## config.mk

```make
export PLATFORM = sky130hd
export DESIGN_NAME = nint_to_f32
export DESIGN_NICKNAME = d
export VERILOG_FILES = /design/src/rtl/nint_to_f32.sv
export SDC_FILE = /design/constraint.sdc
export NUM_CORES = 1
export LEC_CHECK = 0
export BUFFER_PORTS_ARGS = -buffer_cell sky130_fd_sc_hd__buf_2
export CAP_MARGIN = 20
export CORE_MARGIN = 2
export CORE_UTILIZATION = 35
export DETAILED_ROUTE_END_ITERATION = 7
export PLACE_DENSITY = 0.48
export SLEW_MARGIN = 20
export SYNTH_ARGS = -nofsm -noshare
export SYNTH_HDL_FRONTEND = slang
export SYNTH_SLANG_ARGS = --single-unit
```

## constraint.sdc

```tcl
create_clock -name clk -period 5.35 [get_ports clk]
set_clock_uncertainty 0.05 [all_clocks]
set_input_delay 0.2675 -clock clk [delete_from_list [all_inputs] [get_ports clk]]
set_output_delay 0.2675 -clock clk [all_outputs]
set_load 0.1 [all_outputs]
```

## src/rtl/nint_to_f32.sv

```systemverilog
module nint_to_f32 #(
  parameter int DW = 32
) (
  input  logic          clk,
  input  logic          rst_n,
  input  logic          in_valid,
  input  logic [2:0]    in_fmt,
  input  logic [1:0]    in_width,
  input  logic [DW-1:0] in_data,
  output logic          out_valid,
  output logic [DW-1:0] out_data
);
  localparam int XW = 2 * DW;
  localparam int LZW = $clog2(XW);
  localparam logic [1:0] K_ZERO = 2'd0, K_FLT = 2'd1, K_INT = 2'd2, K_CLAMP = 2'd3;
  localparam logic [8:0] EB_NORM = 9'd126, EB_SCALE = 9'd158;

  function automatic logic [LZW-1:0] lead0(input logic [XW-1:0] v);
    logic [LZW-1:0] n;
    logic hit;
    n = '0;
    hit = 1'b0;
    for (int i = XW - 1; i >= 0; i--) begin
      if (!hit && v[i]) begin
        hit = 1'b1;
        n = LZW'(XW - 1 - i);
      end
    end
    return n;
  endfunction

  // stage 1: decode and build the bit stream
  logic [DW-1:0] raw, sx, mag, top;
  logic          sfmt, neg, clamp;
  logic [1:0]    kind_c;
  logic          nrm_c;
  logic [8:0]    eb_c;
  logic [XW-1:0] x_c;

  always_comb begin
    case (in_width)
      2'd0: begin
        raw = {24'd0, in_data[7:0]};
        sx  = {{24{in_data[7]}}, in_data[7:0]};
        top = 32'h0000_0080;
      end
      2'd1: begin
        raw = {16'd0, in_data[15:0]};
        sx  = {{16{in_data[15]}}, in_data[15:0]};
        top = 32'h0000_8000;
      end
      default: begin
        raw = in_data;
        sx  = in_data;
        top = 32'h8000_0000;
      end
    endcase
    sfmt  = (in_fmt == 3'd1) || (in_fmt == 3'd3) || (in_fmt == 3'd5);
    neg   = sfmt && sx[DW-1];
    mag   = neg ? (~sx + 1'b1) : raw;
    clamp = (in_fmt == 3'd1) && neg && (mag == top);

    kind_c = K_ZERO;
    nrm_c  = 1'b0;
    eb_c   = '0;
    x_c    = '0;
    case (in_fmt)
      3'd0, 3'd1: begin
        if (clamp) kind_c = K_CLAMP;
        else if (mag != '0) begin
          kind_c = K_FLT;
          nrm_c  = 1'b1;
          eb_c   = EB_NORM;
          if (in_fmt == 3'd0) begin
            case (in_width)
              2'd0:    x_c = {8{mag[7:0]}};
              2'd1:    x_c = {4{mag[15:0]}};
              default: x_c = {2{mag}};
            endcase
          end else begin
            case (in_width)
              2'd0:    x_c = {{9{mag[6:0]}}, mag[6]};
              2'd1:    x_c = {{4{mag[14:0]}}, mag[14:11]};
              default: x_c = {{2{mag[30:0]}}, mag[30:29]};
            endcase
          end
        end
      end
      3'd2: begin
        kind_c = K_INT;
        x_c    = {raw, 32'd0};
      end
      3'd3: begin
        kind_c = K_INT;
        x_c    = {sx, 32'd0};
      end
      3'd4, 3'd5: begin
        if (mag != '0) begin
          kind_c = K_FLT;
          eb_c   = EB_SCALE;
          x_c    = {mag, 32'd0};
        end
      end
      default: kind_c = K_ZERO;
    endcase
  end

  logic          v1, sg1, nrm1;
  logic [1:0]    kind1;
  logic [8:0]    eb1;
  logic [XW-1:0] x1;

  always_ff @(posedge clk or negedge rst_n) begin
    if (!rst_n) begin
      v1 <= 1'b0; sg1 <= 1'b0; nrm1 <= 1'b0; kind1 <= K_ZERO; eb1 <= '0; x1 <= '0;
    end else begin
      v1    <= in_valid;
      sg1   <= neg && (kind_c != K_INT);
      nrm1  <= nrm_c;
      kind1 <= kind_c;
      eb1   <= eb_c;
      x1    <= x_c;
    end
  end

  // stage 2: normalize
  wire [LZW-1:0] lz = (kind1 == K_FLT) ? lead0(x1) : '0;

  logic          v2, sg2, nrm2;
  logic [1:0]    kind2;
  logic [8:0]    e2;
  logic [XW-1:0] x2;

  always_ff @(posedge clk or negedge rst_n) begin
    if (!rst_n) begin
      v2 <= 1'b0; sg2 <= 1'b0; nrm2 <= 1'b0; kind2 <= K_ZERO; e2 <= '0; x2 <= '0;
    end else begin
      v2    <= v1;
      sg2   <= sg1;
      nrm2  <= nrm1;
      kind2 <= kind1;
      e2    <= eb1 - {{(9-LZW){1'b0}}, lz};
      x2    <= x1 << lz;
    end
  end

  // stage 3: round and pack
  wire [23:0] sig  = x2[XW-1 -: 24];
  wire        rb   = x2[XW-25];
  wire        st   = nrm2 | (|x2[XW-26:0]);
  wire        up   = rb & (st | sig[0]);
  wire [24:0] sum  = {1'b0, sig} + {24'd0, up};
  wire [8:0]  ef   = e2 + {8'd0, sum[24]};
  wire [22:0] mant = sum[24] ? 23'd0 : sum[22:0];

  logic [DW-1:0] res;
  always_comb begin
    case (kind2)
      K_FLT:   res = {sg2, ef[7:0], mant};
      K_INT:   res = x2[XW-1 -: DW];
      K_CLAMP: res = 32'hBF80_0000;
      default: res = '0;
    endcase
  end

  always_ff @(posedge clk or negedge rst_n) begin
    if (!rst_n) begin
      out_valid <= 1'b0;
      out_data  <= '0;
    end else begin
      out_valid <= v2;
      out_data  <= res;
    end
  end
endmodule

```

==> results_dict.tcl <==
set metrics [dict create \
    status "finished, final reports clean" \
    layout_common_cells "215 x nand2_1, 185 x nor2_1, 181 x dfrtp_1" \
    synth_ff_type "dfrtp_1" \
    detailedPlace.worstSlack_ns 0.350 \
    synth_seq_cells 181 \
    core_area_mm2 0.0422 \
    grt_pass1_wl_um 102000 \
    syn_area_mm2 0.0150 \
    clk_path_buf_depth 2 \
    root_buffer "clkbuf_16" \
    antenna_found_initial 1 \
    crit_type "reg -> reg" \
    drive_gt1_share_pct 12.9 \
    cap_violations 0 \
    syn2layout_area_growth_pct 10.5 \
    r2r_slack_ns 0.38 \
    die_w_um 211 \
    io_buffers 72 \
    tightestPinTransition_ns 1.07 \
    grt_start_max_net_pins 77 \
    grt_pass1_vias 15500 \
    core.rowCount 75 \
    synth_edf_count 0 \
    clock-sinks 181 \
    setup_slack_ns 0.378 \
    cts_buffers 17 \
    setup.worst_path.end_class "register" \
    setup_viol 0 \
    synthArstFlopShare_pct 100 \
    setup_tns_ns 0 \
    drc 0 \
    crit_fanout 67 \
    cp.required_ns 5.63 \
    dieArea_mm2 0.0447 \
    ctsHtreeMaxLevel 4 \
    synth_seq_area_share_pct 30.1 \
    avgSynthCellArea_um2 7.82 \
    via_count 16400 \
    cts_tree "yes" \
    layout_commonest_cell "nand2_1" \
    drt-total-wl_um 68300 \
    ir_drop_mv 0.207 \
    postCtsSetupBuffers 0 \
    clk_pin_slew_worst_paths_ns 0.07 \
    avgRoutedWirePerCell_um 27.4 \
    max_freq_ghz 0.201 \
    hold_path_class "in -> reg" \
    instances_no_fill 2493 \
    clock_latency_ns 0.47 \
    hpwlAfterDp_um 52400 \
    track_usage_pct 30.4 \
    period_share_pct 92.9 \
    initial_utilization_pct 35.6 \
    finalHoldViolCount 0 \
    placed_area_mm2 0.0160 \
    ys.warnings.count 0 \
    ios 73 \
    fill_cells 4466 \
    design_area_mm2 0.0166 \
    viasPerCell 6.60 \
    maxSlewViolCount 0 \
    die-height_um 211 \
    dp_cells 2459 \
    place.gp.congestion 1.02 \
    overflow 0 \
    synth_cells 1923 \
    layout_min_cycle_time_ns 4.97 \
    diodes 0 \
    fin_nets 1993 \
    yosys.cell_types.count 97 \
    initialDrtViolationCount 2102 \
    p_per_area_mw_per_mm2 322 \
    p_leak_uw 0.00687 \
    startpoint_type "register" \
    synth_fp_nets 1975 \
    arrival_ns 5.25 \
    ant_nets 0 \
    relSlewSlack_pct 28.4 \
    drtPass1Iterations 6 \
    rsz0062_at_grt "false" \
]
==> registers in the layout (all words and copies together) (netlist names), 2 cells and up <==
name / count
x1: 64
x2: 64
out_data: 32
e2: 8
eb1: 2
kind1: 2
kind2: 2
==> Yosys cell counts, drive strengths merged, types with 13 or more instances <==
library cell / instances / area (um^2)
dfrtp: 181 / 4530
a22oi: 16 / 120
o211ai: 37 / 278
a21o: 13 / 97.6
a221o: 19 / 190
o31ai: 28 / 225
mux2i: 61 / 611
o221ai: 16 / 140
xnor2: 26 / 228
xor2: 27 / 236
o22ai: 22 / 138
mux2: 24 / 270
nand3: 90 / 468
inv: 34 / 128
clkbuf: 87 / 328
a221oi: 28 / 251
nor3: 38 / 195
and3: 22 / 138
a211oi: 43 / 333
a21oi: 148 / 744
o21ai: 137 / 689
buf: 65 / 373
or3: 19 / 119
nor2: 189 / 712
nor4: 35 / 240
a31oi: 31 / 200
nand4: 45 / 282
a211o: 18 / 166
and2: 31 / 194
nand2: 215 / 807
==> critical path, cell delays in order, from the launching register on <==
cell	delay, ns
dfrtp_1	0.53
nor4_1	0.39
nand4_1	0.38
a2111oi_0	0.57
o21bai_1	0.18
a21boi_0	0.24
a31oi_1	0.44
and2_2	0.26
buf_12	0.28
mux2i_1	0.85
o221ai_1	0.28
o32ai_1	0.28
a211oi_1	0.09
==> stage by stage <==
stage	total power (uW)	utilization, %	hold slack, ns
floorplan	3260	-	-0.0781
global placement	4040	37.9	0.260
detailed placement	4030	37.9	0.257
CTS	5330	39.4	0.102
global route	5600	39.4	0.154
finish	5350	39.4	0.139
==> logic make-up (layout without fill, tap and decap cells) <==
logic type | count (synthesis) | after routing | share of synthesized area [%]
adders and majority gates | 12 | 12 | 1.05
AOI/OAI and AO/OA | 674 | 674 | 30.8
buffers and inverters | 187 | 218 | 5.53
DFF | 181 | 181 | 30.1
xor gates and xnor gates | 53 | 53 | 3.09
muxes | 88 | 88 | 6.30
and+or+nand+nor | 728 | 728 | 23.1
==> where the power goes <==
group / internal, uW / switching (uW)
Sequential: 1590 / 243
Combinational: 682 / 1550
Clock: 701 / 586
==> cell type report <==
class,count,area (um^2),area share [%]
inverters,35,131,0.790
repair buffers,151,992,5.97
well taps,539,674,4.06
flip-flops and latches,181,4530,27.2
clock buffers,18,429,2.58
multi-input cells,1555,9710,58.4
clock inverters,14,161,0.971
==> metal layers <==
metal	GRT usage (%)	share of wire, %	vias up
met5	0	0	-
met4	14.7	5.2	0
met3	3.49	6.5	160
met2	49.9	47	875
met1	40.0	42	8091
li1	-	-	7318
==> path summary, 6_finish.rpt <==
| kind | from | end | depth (start not counted) |
|---|---|---|---|
| max | x1[16] | x2[60] | 12 |
| min | in_fmt[1] | sg1 | 2 |
| max reg2reg | x1[16] | x2[60] | 12 |
| min reg2reg | v2 | out_valid | 0 |
| max in group asynchronous | rst_n | x2[19] | 3 |
| min in group asynchronous | rst_n | out_data[18] | 2 |
==> timing repair <==
item,CTS,global route
endpoints found under the hold margin,64,0
endpoints found under the setup margin,0,0
gates resized for setup,0,0
hold buffers,2,0
(Power assumes the default switching activity.)
